==> src/rtl/prs_evt_pkg.sv <==
package prs_evt_pkg;

    typedef enum logic [1:0] {
        EVT_RSP_FAIL  = 2'b00,
        EVT_BAD_GROUP = 2'b01,
        EVT_STOP_DONE = 2'b10
    } evt_code_e;

    localparam int KIND_FAIL = 0;
    localparam int KIND_BAD  = 1;
    localparam int KIND_STOP = 2;
    localparam int NUM_KINDS = 3;

    // Highest priority kind among waiting flags: fail, then bad group, then stop.
    function automatic evt_code_e pick_kind(input logic [NUM_KINDS-1:0] flags);
        if (flags[KIND_FAIL])     return EVT_RSP_FAIL;
        else if (flags[KIND_BAD]) return EVT_BAD_GROUP;
        else                      return EVT_STOP_DONE;
    endfunction

    function automatic logic [NUM_KINDS-1:0] kind_onehot(input evt_code_e code);
        logic [NUM_KINDS-1:0] v;
        v = '0;
        case (code)
            EVT_RSP_FAIL:  v[KIND_FAIL] = 1'b1;
            EVT_BAD_GROUP: v[KIND_BAD]  = 1'b1;
            default:       v[KIND_STOP] = 1'b1;
        endcase
        return v;
    endfunction

endpackage

==> src/rtl/prs_func_tracker.sv <==
module prs_func_tracker
    import prs_evt_pkg::*;
#(
    parameter int GRP_W = 3
) (
    input  logic                 clk,
    input  logic                 rst_n,
    input  logic                 req_hit,
    input  logic [GRP_W-1:0]     req_grp,
    input  logic                 rsp_hit,
    input  logic [GRP_W-1:0]     rsp_grp,
    input  logic                 rsp_fail,
    input  logic                 enable,
    input  logic [NUM_KINDS-1:0] clr,
    output logic [NUM_KINDS-1:0] pend
);
    localparam int SLOTS = 1 << GRP_W;
    localparam int CNT_W = GRP_W + 1;

    typedef struct packed {
        logic [SLOTS-1:0]     open;
        logic [CNT_W-1:0]     cnt;
        logic                 en_q;
        logic                 armed;
        logic [NUM_KINDS-1:0] flags;
    } trk_state_t;

    trk_state_t st_d, st_q;
    logic       rsp_match, rsp_bad, req_eff, en_fall;
    logic [SLOTS-1:0] open_mid;

    always_comb begin
        st_d      = st_q;
        rsp_match = rsp_hit && st_q.open[rsp_grp];
        rsp_bad   = rsp_hit && !st_q.open[rsp_grp];
        open_mid  = st_q.open;
        if (rsp_match) open_mid[rsp_grp] = 1'b0;
        req_eff   = req_hit && !open_mid[req_grp];
        if (req_eff) open_mid[req_grp] = 1'b1;
        st_d.open = open_mid;
        st_d.cnt  = st_q.cnt + {{(CNT_W-1){1'b0}}, req_eff}
                             - {{(CNT_W-1){1'b0}}, rsp_match};

        st_d.flags = st_q.flags & ~clr;
        if (rsp_match && rsp_fail) st_d.flags[KIND_FAIL] = 1'b1;
        if (rsp_bad)               st_d.flags[KIND_BAD]  = 1'b1;

        en_fall   = st_q.en_q && !enable;
        st_d.en_q = enable;
        if (enable) begin
            st_d.armed           = 1'b0;
            st_d.flags[KIND_STOP] = 1'b0;
        end else if ((st_q.armed || en_fall) && st_d.cnt == '0) begin
            st_d.armed           = 1'b0;
            st_d.flags[KIND_STOP] = 1'b1;
        end else if (en_fall) begin
            st_d.armed = 1'b1;
        end
    end

    always_ff @(posedge clk) begin
        if (!rst_n) st_q <= '0;
        else        st_q <= st_d;
    end

    assign pend = {st_q.flags[KIND_STOP] & ~enable, st_q.flags[KIND_BAD], st_q.flags[KIND_FAIL]};

endmodule

==> src/rtl/prs_rr_pick.sv <==
module prs_rr_pick #(
    parameter int FW = 3
) (
    input  logic              clk,
    input  logic              rst_n,
    input  logic [(1<<FW)-1:0] req,
    input  logic              allow,
    output logic              gnt_valid,
    output logic [FW-1:0]     gnt_idx
);
    localparam int N = 1 << FW;

    logic [FW-1:0] last_d, last_q;
    logic [FW-1:0] cand;
    logic          found;

    always_comb begin
        found   = 1'b0;
        gnt_idx = '0;
        cand    = '0;
        for (int k = 1; k <= N; k++) begin
            cand = last_q + FW'(k);
            if (!found && req[cand]) begin
                found   = 1'b1;
                gnt_idx = cand;
            end
        end
        gnt_valid = found && allow;
        last_d    = gnt_valid ? gnt_idx : last_q;
    end

    always_ff @(posedge clk) begin
        if (!rst_n) last_q <= FW'(N - 1);
        else        last_q <= last_d;
    end

endmodule

==> src/rtl/prs_event_reporter.sv <==
module prs_event_reporter
    import prs_evt_pkg::*;
#(
    parameter int FUNC_W = 3,
    parameter int GRP_W  = 3
) (
    input  logic                     clk,
    input  logic                     rst_n,
    input  logic                     issue_valid,
    input  logic [FUNC_W-1:0]        issue_func,
    input  logic [GRP_W-1:0]         issue_grp,
    input  logic                     resp_valid,
    input  logic [FUNC_W-1:0]        resp_func,
    input  logic [GRP_W-1:0]         resp_grp,
    input  logic                     resp_fail,
    input  logic [(1<<FUNC_W)-1:0]   func_enable,
    output logic                     evt_valid,
    output logic [FUNC_W-1:0]        evt_func,
    output logic [1:0]               evt_code
);
    localparam int NUM_FUNC = 1 << FUNC_W;

    typedef struct packed {
        logic              valid;
        logic [FUNC_W-1:0] func;
        logic [1:0]        code;
    } port_state_t;

    port_state_t          out_d, out_q;
    logic [NUM_KINDS-1:0] pend [NUM_FUNC];
    logic [NUM_KINDS-1:0] clr  [NUM_FUNC];
    logic [NUM_FUNC-1:0]  any_pend;
    logic                 gnt_valid;
    logic [FUNC_W-1:0]    gnt_idx;
    evt_code_e            gnt_code;

    for (genvar f = 0; f < NUM_FUNC; f++) begin : g_func
        prs_func_tracker #(.GRP_W(GRP_W)) u_trk (
            .clk      (clk),
            .rst_n    (rst_n),
            .req_hit  (issue_valid && issue_func == FUNC_W'(f)),
            .req_grp  (issue_grp),
            .rsp_hit  (resp_valid && resp_func == FUNC_W'(f)),
            .rsp_grp  (resp_grp),
            .rsp_fail (resp_fail),
            .enable   (func_enable[f]),
            .clr      (clr[f]),
            .pend     (pend[f])
        );
        assign any_pend[f] = |pend[f];
        assign clr[f] = (gnt_valid && gnt_idx == FUNC_W'(f)) ? kind_onehot(gnt_code) : '0;
    end

    prs_rr_pick #(.FW(FUNC_W)) u_pick (
        .clk       (clk),
        .rst_n     (rst_n),
        .req       (any_pend),
        .allow     (!out_q.valid),
        .gnt_valid (gnt_valid),
        .gnt_idx   (gnt_idx)
    );

    always_comb begin
        gnt_code  = pick_kind(pend[gnt_idx]);
        out_d     = '0;
        if (gnt_valid) begin
            out_d.valid = 1'b1;
            out_d.func  = gnt_idx;
            out_d.code  = gnt_code;
        end
    end

    always_ff @(posedge clk) begin
        if (!rst_n) out_q <= '0;
        else        out_q <= out_d;
    end

    assign evt_valid = out_q.valid;
    assign evt_func  = out_q.func;
    assign evt_code  = out_q.code;

endmodule

==> config.mk <==
export PLATFORM = sky130hd
export DESIGN_NAME = prs_event_reporter
export DESIGN_NICKNAME = d
export VERILOG_FILES = /design/src/rtl/prs_evt_pkg.sv /design/src/rtl/prs_func_tracker.sv /design/src/rtl/prs_rr_pick.sv /design/src/rtl/prs_event_reporter.sv
export SDC_FILE = /design/constraint.sdc
export NUM_CORES = 1
export LEC_CHECK = 0
export BUFFER_PORTS_ARGS = -buffer_cell sky130_fd_sc_hd__buf_2
export CAP_MARGIN = 40
export CORE_MARGIN = 1.5
export CORE_UTILIZATION = 25
export CTS_CLUSTER_DIAMETER = 120
export CTS_CLUSTER_SIZE = 24
export DETAILED_ROUTE_END_ITERATION = 7
export MAX_ROUTING_LAYER = met4
export PLACE_DENSITY = 0.46
export SLEW_MARGIN = 0
export SYNTH_ARGS = -nofsm -noshare
export SYNTH_HDL_FRONTEND = slang
export SYNTH_SLANG_ARGS = --single-unit
==> constraint.sdc <==
create_clock -name clk -period 4.7 [get_ports clk]
set_input_delay 0.47 -clock clk [delete_from_list [all_inputs] [get_ports clk]]
set_output_delay 0.47 -clock clk [all_outputs]
set_load 0.05 [all_outputs]
# After elaboration in Yosys (flattened, before gate mapping)
# Index checks and enable logic that the tools add are counted.
# totals
register_bits	145
latch_bits	0
ram_bits	0
rom_bits	0
output_inout_bits	6
word_cells	446
mem_count	0
# op_classes
addsub	23
mul	0
n_div	0
magnitude_cmp	13
n_eq_ne	22
shifts	0
n_mux	125
bitwise	51
reduce_logical	160
# ops
cell	count
$mux W8	16
$logic_and A1 B1 Y1	82
$bmux W1 S3	24
$and A8 B8 Y8	8
$or A8 B8 Y8	8
$mux W1	61
$mux W3	16
$reduce_or A3 Y1	16
$lt A3 B4 Y1 const B	10
$eq A3 B3 Y1 const B	12
$add A4 B1 Y4	8
$logic_not A1 Y1	32
$logic_not A4 Y1	8
$sub A4 B1 Y4	8
$and A3 B3 Y3	8
$not A3 Y3	8
$eq A3 B2 Y1 const B	6
$reduce_or A2 Y1	9
$add A3 B3 Y3 const B	4
$bmux W3 S3	1
$eq A3 B1 Y1 const B	3
$logic_not A3 Y1	3
$not A1 Y1	9
$and A1 B1 Y1	8
13 further kinds	26

# Depth between registers and ports, before layout
# Gate-level depths: netlist of the first run.
# logic_depth
ltp_word	40
depth_mapped	19
ltp_nobuf	16

# Hierarchy
# Synthesis of the first run repeated with hierarchy kept, for this count alone.
# unflattened
cells_unflattened	1172
hier_area_um2	10167.3
# by_module_without_submodules
module	n_inst	cells_per_inst	area_each_um2	seq_area_each_um2
prs_func_tracker at g_func[0].u_trk ...	6	116	1029.7	340.3
prs_func_tracker at g_func[7].u_trk	1	129	1106.1	340.3
prs_func_tracker at g_func[4].u_trk	1	115	1084.8	340.3
prs_rr_pick	1	119	1063.5	60.1
prs_event_reporter	1	113	734.5	120.1

# Worst setup path after synthesis of the first run
# Ideal clock, no wire load.
# synth_timing
path_type	input to register
start	in resp_grp[1]
end	reg g_func[2].u_trk.st_q[3] (netlist bit)
arrival_time_ns	4.080
required_time_ns	4.585
slack_ns	0.504
path_stages	19
n_path_buf	4
path_cell_list	buf_2 -> buf_2 -> nor2_1 -> a21oi_1 -> o22a_1 -> or3_1 -> clkbuf_1 -> o21ai_0 -> o22a_1 -> o221ai_1 -> or4_1 -> clkbuf_1 -> inv_1 -> ha_1 -> inv_1 -> fa_1 -> xnor2_1 -> or4_1 -> nor3b_1
# synth_via
elab_chain_cells	16
elab_cells_between_ends	20
classes_between	2 x add/sub; 2 x order compare; 7 x mux; 2 x bitwise; 7 x reduce/logical
# synth_lines
element	line	source
start, declared	prs_event_reporter.sv:14	input logic [GRP_W-1:0] resp_grp,
$lt A3 B4 Y1 (implied by the code) or $ge A3 B1 Y1 (tied branches)	prs_func_tracker.sv:37	if (rsp_match) open_mid[rsp_grp] = 1'b0;
$logic_and A1 B1 Y1 (implied by the code)	prs_func_tracker.sv:37	
$mux W1 (implied by the code)	prs_func_tracker.sv:37	
$demux W1 S3	-	
$not A8 Y8 (no source line)	-	
$and A8 B8 Y8 (no source line)	-	
$mux W8	prs_func_tracker.sv:37	
$bmux W1 S3	prs_func_tracker.sv:38	req_eff = req_hit && !open_mid[req_grp];
$mux W1 (implied by the code)	prs_func_tracker.sv:38	
$logic_not A1 Y1	prs_func_tracker.sv:38	
$logic_and A1 B1 Y1	prs_func_tracker.sv:38	
$add A4 B1 Y4	prs_func_tracker.sv:41	st_d.cnt = st_q.cnt + {{(CNT_W-1){1'b0}}, req_eff}
$sub A4 B1 Y4 (*)	prs_func_tracker.sv:42	- {{(CNT_W-1){1'b0}}, rsp_match};
$logic_not A4 Y1 (*)	prs_func_tracker.sv:53	end else if ((st_q.armed || en_fall) && st_d.cnt == '0) begin
$logic_and A1 B1 Y1 (*)	prs_func_tracker.sv:53	
$reduce_or A3 Y1 (no source line) (*)	-	
end signal, assigned	prs_func_tracker.sv:63	else st_q <= st_d;
end, declared	prs_func_tracker.sv:28	trk_state_t st_d, st_q;
# Mark *: on every way between the ends. The rest lies on a longest branch, timed or not. The select of a mux whose other input is x is not followed.
# A chain may end at the register's enable or synchronous reset.

# Worst setup path in the final report of the first run
# Ends and elaborated chain as after synthesis.

==> flow_summary_export.csv, run 1 <==
group,metric,value,unit
placement,place.gp.congestion,0.872,
sta,fin_crit_sh,87.8,%
clock_network,cts_setup_buffers,0,
synthesis,ys.flop_type,"dfxtp_1",
power_and_ir_drop,switching_power,2.54,mW
setup_path,crit_fanout,16,
clock_network,clockBufferDepth,2,
setup_path,arrival,4.45,ns
synthesis,ys_seq_area_share,32.1,%
sta,rsz0062_at_grt,"no",
synthesis,ys_top_cells_by_count,"145 x dfxtp_1, 112 x o21ai_0, 93 x and2_1",
setup_path,worstPathRequired,5.02,ns
synthesis,syn_nets,1151,
routing,drt-met1-wl,13700,um
flow_run,drv_cap,0,
power_and_ir_drop,p_int,3.22,mW
sta,whs,0.278,ns
floorplanning,die_area,37300,um2
routing,viasPerCell,5.06,
power_and_ir_drop,pwr-share-clk,23.6,%
floorplanning,start_util,25.4,%
routing,ant_nets,0,
placement,port_buffers,30,
power_and_ir_drop,powerDensity,548,nW/um2
clock_network,cts_hold_buffers,0,
routing,drc,0,
floorplanning,fp.dieW,193,um
sta,fin_tns_setup,0,ns
min_path,hold_class,"input pin to flip-flop",
finish,regArea,2900,um2
placement,place_hpwl,21100,um
setup_path,ff2ff_path_depth,15,
power_and_ir_drop,p_seq_share,23.0,%
finish,area_delta_synth_final,16.4,%
finish,fin_util,29.6,%
clock_network,cts_tree,"built",
grt,antenna_found_initial,0,
finish,final_layout_size_suffix_gt1_share,14.2,%
finish,antenna_cells,0,
routing,routed_wl,28400,um
sta,fin_skew,0.0122,ns
sta,slew_viol_final,0,
grt,grt_pass1_vias,7988,
setup_path,critPathCapture,"g_func[2].u_trk.st_q[3]",
synthesis,synthArstFlopShare,0,%
routing,dr.pass1.iters,5,
power_and_ir_drop,p_leak,4.01,nW
setup_path,r2r_slack,0.61,ns
min_path,hold_depth,2,
routing,wl_met2,13100,um
floorplanning,core,35600,um2
sta,finalCriticalPeriod,4.13,ns
grt,grt_usage,16.4,%
clock_network,htreeDepth,4,
sta,setup_viol,0,
placement,pre_cts_ws,0.179,ns
power_and_ir_drop,combPwrFrac,53.4,%
routing,topRoutingLayerUsed,"met4",
synthesis,synth_edf_count,0,
clock_network,cts_resized,0,
sta,fmax,242,MHz
synthesis,synth_top_cell_by_area,"dfxtp_1",
floorplanning,fp-row-count,69,
setup_path,r2r_start,"u_pick.last_q[0]",
clock_network,clock_latency,0.43,ns
routing,vias,8105,
synthesis,synth_area,9030,um2
setup_path,reg2reg_to,"g_func[6].u_trk.st_q[2]",
floorplanning,ios,31,
synthesis,netlist_top_cells_area,"dfxtp_1 32%, and2_1 6.4%, o21ai_0 6.2%, ha_1 4.7%, inv_1 3.2%",
synthesis,synth_warnings,0,
sta,hold_viol_final,0,
routing,drtIter0Drc,521,
synthesis,synth_most_common_cell,"dfxtp_1",
power_and_ir_drop,ir_drop,0.367,mV
power_and_ir_drop,netSwitchingFraction,44.1,%
clock_network,cts_buffers,17,
clock_network,clock_sinks,145,
synthesis,synth-seq-cells,145,
synthesis,yosysUniqueCellTypes,79,
sta,worst_slew_pin_slew,0.866,ns
synthesis,avgSynthCellArea,8.33,um2
finish,nFillCells,3866,
grt,gr-total-overflow,0,
finish,multi_input_area,5590,um2
clock_network,cts_root_buf,"clkbuf_16",
setup_path,cp-start-kind,"input pin",
synthesis,netlist_instances,1084,
routing,drt-wirelength-per-cell,17.7,um
run_status,outcome,"completed",
sta,slew_headroom,42.1,%
finish,layout.nets,1196,
synthesis,synth_top_area_share,32.1,%
grt,grt_start_max_net_pins,73,
sta,worst_slack,0.574,ns
setup_path,setup.worst_path.start,"resp_grp[1]",
floorplanning,die_y,193,um
setup_path,critPathKind,"input pin to flip-flop",
setup_path,end_kind,"flip-flop",
clock_network,clk_pin_slew,0.07,ns
grt,grt_pass1_wl,45600,um
routing,met3WireLength,1200,um
[final cells by class]
class	count	share of cell area, %
sequential	145	27.6
timing repair buffer	83	5.47
clock buffer	17	4.05
clock inverter	15	1.43
tap	461	5.49
inverter	79	2.82
multi-input combinational	803	53.1
[worst max-delay path, cell delays in order]
cell	delay, ns
buf_2	0.21
buf_4	0.24
nor2_1	0.25
a21oi_1	0.11
o22a_1	0.20
or3_1	0.45
o21ai_0	0.28
o22a_1	0.17
o221ai_1	0.09
or4_1	0.45
inv_1	0.07
ha_1	0.16
inv_1	0.06
fa_1	0.37
xnor2_1	0.15
or4_1	0.54
nor3b_1	0.16
[state kept, by name, indices dropped and copies added, names as in the netlist]
signal and flops:
g_func.u_trk.st_q 120, g_func.u_trk.pend 16, evt_func 3, u_pick.last_q 3
evt_code 2, evt_valid 1
[metrics by stage]
step	cell area, um2	power (mW)	instances
after CTS	10500	5.79	1603
after global placement	9940	4.41	1571
after detailed placement	9940	4.40	1571
after floorplan	9030	3.43	1084
final	10500	5.76	1603
after global routing	10500	6.11	1603
[kinds of logic after synthesis]
group,Yosys count,synth area share [%]
AOI/OAI and AO/OA,312,22.6
xor gates and xnor gates,27,2.70
adders and majority gates,42,6.48
buffers and inverters,136,6.01
DFF,145,32.1
muxes,44,6.44
and+or+nand+nor,378,23.6
[how the worst min path moves through the flow]
| stage | startpoint | end |
|---|---|---|
| after detailed placement | g_func[0].u_trk.st_q[2] | g_func[0].u_trk.st_q[2] |
| after CTS | func_enable[4] | g_func[4].u_trk.st_q[4] |
| after global placement | g_func[0].u_trk.st_q[2] | g_func[0].u_trk.st_q[2] |
| after global routing | func_enable[1] | g_func[1].u_trk.st_q[4] |
| final | func_enable[1] | g_func[1].u_trk.st_q[4] |
| after floorplan | g_func[0].u_trk.st_q[2] | g_func[0].u_trk.st_q[2] |
[power groups by stage]
| stage | Clock, mW | Sequential [mW] | Combinational (mW) |
|---|---|---|---|
| 2_1_floorplan | 0 | 1.40 | 2.03 |
| 3_3_place_gp | 0 | 1.35 | 3.06 |
| 3_5_place_dp | 0 | 1.35 | 3.05 |
| 4_1_cts | 1.39 | 1.33 | 3.07 |
| 5_1_grt | 1.45 | 1.33 | 3.33 |
| 6_report | 1.36 | 1.33 | 3.08 |
[placed cells by master, fill, tap and decap left out, types with 11 or more instances in the layout]
master     count
o211ai_1      16
nand2_1       67
dfxtp_1      145
nor3_1        15
nor2b_1       17
a21boi_0      21
nor2_1        47
o21ai_1       12
clkbuf_16     17
inv_1         78
buf_4         52
nand3_1       29
mux2i_1       19
o31ai_1       16
a21oi_1       38
buf_2         29
xnor2_1       23
nand4_1       19
ha_1          34
and2_1        93
mux2_2        13
o21ai_0      112
o22ai_1       20
nor3b_1       11
nand2b_1      21
[layer usage]
metal,track usage [%],vias up
met4,4.32,0
met2,25.8,221
met1,21.6,3880
li1,-,3974
met3,2.71,30
met5,-,-
(Power assumes the default switching activity.)
==> run 2, diff against run 1 <==
==> constraint.sdc (replaced) <==
create_clock -name clk -period 5.24 [get_ports clk]
set_input_delay 0.524 -clock clk [delete_from_list [all_inputs] [get_ports clk]]
set_output_delay 0.524 -clock clk [all_outputs]
set_load 0.05 [all_outputs]
==> run 2 against run 1 <==
- clock skew up 0.0044 ns
- via count decreased by 0.70%
- sequential cell count is the same
- core utilization fell by 0.65 points
- final area down 2.2%
- hold slack improved by 0.043 ns
- first-iteration DRC count rose by 20%
- die area unchanged
- sequential power shrank 11%
- count of clock-buffer cells in the layout increased by 1
- final cell count decreased by 1.7%
==> flow_summary_export.csv, run 2 (synthesized netlist as in run 1, its figures left out) <==
group,metric,value,unit
setup_path,worstPathRequired,5.56,ns
sta,fmax,219,MHz
sta,slew_viol_final,0,
power_and_ir_drop,netSwitchingFraction,45.0,%
floorplanning,die_y,193,um
floorplanning,die_area,37300,um2
setup_path,end_kind,"flip-flop",
power_and_ir_drop,ir_drop,0.388,mV
sta,slew_headroom,44.2,%
setup_path,cp_top_family,"simple AND/OR/NAND/NOR gates",
power_and_ir_drop,powerDensity,485,nW/um2
finish,final_layout_size_suffix_gt1_share,11.9,%
grt,gr-total-overflow,0,
floorplanning,core,35600,um2
routing,vias,8048,
setup_path,crit_slowest_cell,"or4_1",
power_and_ir_drop,switching_power,2.24,mW
routing,drtIter0Drc,627,
placement,place_inst,1542,
clock_network,cts_buffers,17,
setup_path,cpPeakStageDelay,0.58,ns
sta,whs,0.321,ns
setup_path,crit_buf_inv,3,
setup_path,critPathKind,"input pin to flip-flop",
sta,worst_slew_pin_slew,0.835,ns
routing,ant_nets,0,
setup_path,arrival,4.88,ns
sta,hold_viol_final,0,
sta,finalCriticalPeriod,4.56,ns
routing,viasPerCell,5.11,
finish,nFillCells,3835,
finish,final_cell_mix,"145 x dfxtp_1, 112 x o21ai_0, 93 x and2_1",
finish,layout_commonest_cell,"dfxtp_1",
floorplanning,fp.dieW,193,um
routing,routed_wl,27900,um
finish,regArea,2900,um2
power_and_ir_drop,combPwrFrac,51.4,%
clock_network,cts_setup_buffers,0,
grt,grt_pass1_vias,7867,
floorplanning,start_util,25.4,%
clock_network,cts_tree,"built",
clock_network,cts_root_buf,"clkbuf_16",
finish,multi_input_area,5590,um2
finish,largest_reg_flops,120,
clock_network,clock_sinks,145,
routing,dr.pass1.iters,5,
power_and_ir_drop,p_leak,3.88,nW
min_path,hold_class,"input pin to flip-flop",
setup_path,path_cells,"buf_2, nor2b_1, a221oi_1, o22a_1, or3_1, o21ai_0, o22a_1, o221ai_1, or4_1, inv_1, ha_1, inv_1, fa_1, xnor2_1, or4_1, nor3b_1",
clock_network,htreeDepth,4,
sta,fin_skew,0.0166,ns
power_and_ir_drop,pwr-share-clk,24.8,%
routing,drt-wirelength-per-cell,17.7,um
grt,antenna_found_initial,1,
placement,place.gp.congestion,0.856,
finish,top_register,"g_func.u_trk.st_q",
finish,fin_cells,1575,
clock_network,clk_pin_slew,0.07,ns
floorplanning,fp-row-count,69,
sta,setup_viol,0,
run_status,outcome,"completed",
setup_path,r2r_slack,1.10,ns
sta,rsz0062_at_grt,"no",
finish,area_delta_synth_final,13.8,%
grt,grt_start_max_net_pins,81,
clock_network,cts_resized,0,
sta,fin_tns_setup,0,ns
sta,fin_crit_sh,87.0,%
finish,layout.nets,1167,
clock_network,clock_latency,0.43,ns
setup_path,crit_fanout,31,
flow_run,drv_cap,0,
grt,grt_usage,15.9,%
power_and_ir_drop,p_int,2.74,mW
clock_network,cts_hold_buffers,0,
placement,port_buffers,30,
routing,drc,0,
grt,grt_pass1_wl,44400,um
placement,place_hpwl,20200,um
setup_path,cp-start-kind,"input pin",
floorplanning,ios,31,
power_and_ir_drop,p_seq_share,23.8,%
clock_network,clockBufferDepth,2,
==> run 2: changes by cell type in the layout (fill, tap and decap cells not counted), sizes merged <==
cell / delta
buf: -29
clkbuf: +1
clkinv: -2
clkinvlp: -1
diode: +1
inv: +2
==> run 2: power by group through the flow <==
stage	registers [mW]	clock network, mW	logic, mW
5_1_grt	1.20	1.32	2.78
2_1_floorplan	1.25	0	1.82
3_5_place_dp	1.21	0	2.54
4_1_cts	1.19	1.28	2.55
6_report	1.19	1.24	2.56
3_3_place_gp	1.21	0	2.55
==> run 2: area by class of cell <==
type	count	area share [%]
Antenna cell	1	0.0243
Clock buffer	18	4.27
Clock inverter	14	1.41
Inverter	79	2.88
Multi-Input combinational cell	803	54.3
Sequential cell	145	28.2
Tap cell	461	5.61
Timing Repair Buffer	54	3.24
==> run 2: worst reg2reg max path: stages, from the launching register on <==
cell	delay, ns
dfxtp_1	0.35
mux2i_1	0.10
o311ai_1	0.28
a31oi_1	0.09
or3_1	0.47
o21ai_1	0.22
o2111ai_1	0.15
or3_1	0.39
or3_1	0.44
inv_1	0.10
ha_1	0.15
inv_1	0.05
fa_1	0.38
xnor2_1	0.14
or4_1	0.54
nor3b_1	0.15
==> run 2: routing by layer <==
metal	wire length (um)	vias up	part of all wire, %	global-route usage, %
met5	0	-	0	-
met3	1210	34	4.3	2.64
met4	425	0	1.5	4.64
met2	13100	198	47	25.2
li1	-	3906	-	-
met1	13200	3910	47	20.8
==> run 2: path summary, 6_finish.rpt <==
kind,start,endpoint,depth (start not counted)
min reg2reg,g_func[0].u_trk.st_q[2],g_func[0].u_trk.st_q[2],2
max reg2reg,g_func[4].u_trk.st_q[15],g_func[4].u_trk.st_q[3],15
max,resp_grp[1],g_func[2].u_trk.st_q[3],16
min,func_enable[1],g_func[1].u_trk.st_q[4],2
==> run 2: metrics by stage <==
| step | total power, mW | instance area, um2 | utilization (%) | worst slack (ns) |
|---|---|---|---|---|
| floorplan | 3.07 | 9030 | - | 0.990 |
| global placement | 3.76 | 9700 | 27.3 | 0.448 |
| detailed placement | 3.75 | 9700 | 27.3 | 0.321 |
| CTS | 5.01 | 10300 | 28.9 | 0.782 |
| global route | 5.30 | 10300 | 28.9 | 0.488 |
| finish | 4.99 | 10300 | 28.9 | 0.683 |
==> run 3, diff against run 2 <==
--- a/config.mk
+++ b/config.mk
@@ -9,6 +9,7 @@
 export CAP_MARGIN = 40
 export CORE_MARGIN = 1.5
 export CORE_UTILIZATION = 25
+export CTS_BUF_LIST = sky130_fd_sc_hd__clkbuf_8
 export CTS_CLUSTER_DIAMETER = 120
 export CTS_CLUSTER_SIZE = 24
 export DETAILED_ROUTE_END_ITERATION = 7
==> run 3 against run 2 <==
- core utilization down 0.54 points
- combinational power about the same
- sequential share of layout area rose by 0.54 points
- sequential power hardly changed
- global-route usage is essentially flat
- count of clock-buffer cells in the layout unchanged
- die area stayed put
- critical path depth is the same
- final cell count is the same
- critical endpoint unchanged
- largest power group unchanged
- highest routed layer unchanged
==> flow_summary_export.csv, run 3 (synthesized netlist as in run 1, its figures left out) <==
group,metric,value,unit
floorplanning,fp-row-count,69,
sta,hold_viol_final,0,
grt,grt_pass1_vias,7844,
setup_path,r2r_start,"u_pick.last_q[1]",
clock_network,clockBufferDepth,2,
routing,ant_nets,0,
grt,gr-total-overflow,0,
finish,nFillCells,3866,
setup_path,reg2reg_to,"g_func[3].u_trk.st_q[2]",
clock_network,clock_latency,0.49,ns
setup_path,r2r_slack,1.10,ns
routing,drc,0,
clock_network,cts_buffers,17,
power_and_ir_drop,ir_drop,0.354,mV
power_and_ir_drop,p_leak,3.79,nW
sta,fin_crit_sh,85.6,%
setup_path,crit_fanout,31,
grt,antenna_found_initial,1,
finish,top_register,"g_func.u_trk.st_q",
sta,rsz0062_at_grt,"no",
sta,slew_headroom,44.0,%
placement,port_buffers,30,
routing,dr.pass1.iters,5,
setup_path,worstPathRequired,5.63,ns
clock_network,clk_pin_slew,0.10,ns
finish,final_layout_size_suffix_gt1_share,11.9,%
min_path,hold_class,"input pin to flip-flop",
routing,vias,8021,
sta,worst_slew_pin_slew,0.838,ns
setup_path,ff2ff_path_depth,14,
clock_network,cts_resized,0,
finish,largest_reg_flops,120,
sta,fin_tns_setup,0,ns
floorplanning,fp.dieW,193,um
run_status,outcome,"completed",
grt,gr-usage-met2,24.9,%
finish,final_cell_mix,"145 x dfxtp_1, 112 x o21ai_0, 93 x and2_1",
floorplanning,core,35600,um2
setup_path,setup.worst_path.start,"resp_grp[1]",
floorplanning,die_area,37300,um2
clock_network,cts_hold_buffers,0,
grt,met1_usage,20.8,%
sta,whs,0.266,ns
routing,drt-wirelength-per-cell,17.7,um
grt,met3_usage,2.91,%
clock_network,cts_setup_buffers,0,
grt,grt_usage,15.9,%
finish,layout_commonest_cell,"dfxtp_1",
finish,layout.nets,1167,
clock_network,htreeDepth,4,
setup_path,cp-start-kind,"input pin",
power_and_ir_drop,powerDensity,464,nW/um2
setup_path,end_kind,"flip-flop",
grt,busiest_layer,"met2",
floorplanning,die_y,193,um
sta,finalCriticalPeriod,4.49,ns
finish,area_delta_synth_final,11.7,%
clock_network,clock_sinks,145,
clock_network,cts_tree,"built",
sta,setup_viol,0,
floorplanning,ios,31,
setup_path,critPathKind,"input pin to flip-flop",
placement,place.gp.congestion,0.856,
routing,viasPerCell,5.09,
routing,routed_wl,27900,um
setup_path,arrival,4.88,ns
clock_network,cts_root_buf,"clkbuf_8",
setup_path,critPathCapture,"g_func[2].u_trk.st_q[3]",
routing,drtIter0Drc,573,
placement,place_hpwl,20200,um
floorplanning,start_util,25.4,%
grt,grt_start_max_net_pins,81,
sta,slew_viol_final,0,
sta,fmax,223,MHz
sta,fin_skew,0.0176,ns
flow_run,drv_cap,0,
grt,grt_pass1_wl,44300,um
-- run 3: cell counts in the layout (fill, tap and decap cells not counted) --
Identical to the previous run, type by type.
-- run 3: final cells by class --
type	instances	area (um2)	area share, %
multi-input combinational	803	5590	55.4
sequential	145	2900	28.8
tap	461	577	5.72
timing repair buffer	54	333	3.30
inverter	79	297	2.94
clock buffer	18	248	2.46
clock inverter	14	145	1.44
antenna	1	2.50	0.0248
-- run 3: how the worst min path moves through the flow --
| stage | from | end | slack [ns] | cells past startpoint |
|---|---|---|---|---|
| after floorplan | g_func[0].u_trk.st_q[2] | g_func[0].u_trk.st_q[2] | 0.43 | 2 |
| after global placement | g_func[0].u_trk.st_q[2] | g_func[0].u_trk.st_q[2] | 0.44 | 2 |
| after detailed placement | g_func[0].u_trk.st_q[2] | g_func[0].u_trk.st_q[2] | 0.45 | 2 |
| after CTS | func_enable[1] | g_func[1].u_trk.st_q[4] | 0.25 | 2 |
| after global routing | func_enable[7] | g_func[7].u_trk.st_q[4] | 0.26 | 2 |
| final | func_enable[1] | g_func[1].u_trk.st_q[4] | 0.27 | 2 |
-- run 3: per-stage QoR --
step	total power [mW]	area, um2	cells	setup WS (ns)	utilization, %
2_1_floorplan	3.07	9030	1084	0.990	-
3_3_place_gp	3.76	9700	1542	0.448	27.3
3_5_place_dp	3.75	9700	1542	0.321	27.3
4_1_cts	4.70	10100	1574	0.856	28.4
5_1_grt	4.98	10100	1575	0.561	28.4
6_report	4.68	10100	1575	0.754	28.4
-- run 3: power by group --
| part | total (mW) | internal, mW | switching [mW] | leakage (nW) |
|---|---|---|---|---|
| sequential | 1.19 | 1.15 | 0.0331 | 1.18 |
| clock | 0.931 | 0.405 | 0.526 | 0.197 |
| combinational | 2.56 | 0.905 | 1.66 | 2.42 |
| total | 4.68 | 2.46 | 2.22 | 3.79 |
-- run 3: worst max-delay path, stage by stage --
cell	delay (ns)
buf_2	0.51
nor2b_1	0.33
a221oi_1	0.14
o22a_1	0.25
or3_1	0.44
o21ai_0	0.27
o22a_1	0.20
o221ai_1	0.10
or4_1	0.58
inv_1	0.10
ha_1	0.16
inv_1	0.05
fa_1	0.37
xnor2_1	0.14
or4_1	0.54
nor3b_1	0.15
-- run 3: metal layers --
metal	vias to the layer above	routed length (um)
li1	3909	-
met1	3884	13400
met2	190	12800
met3	38	1260
met4	0	439
met5	-	0
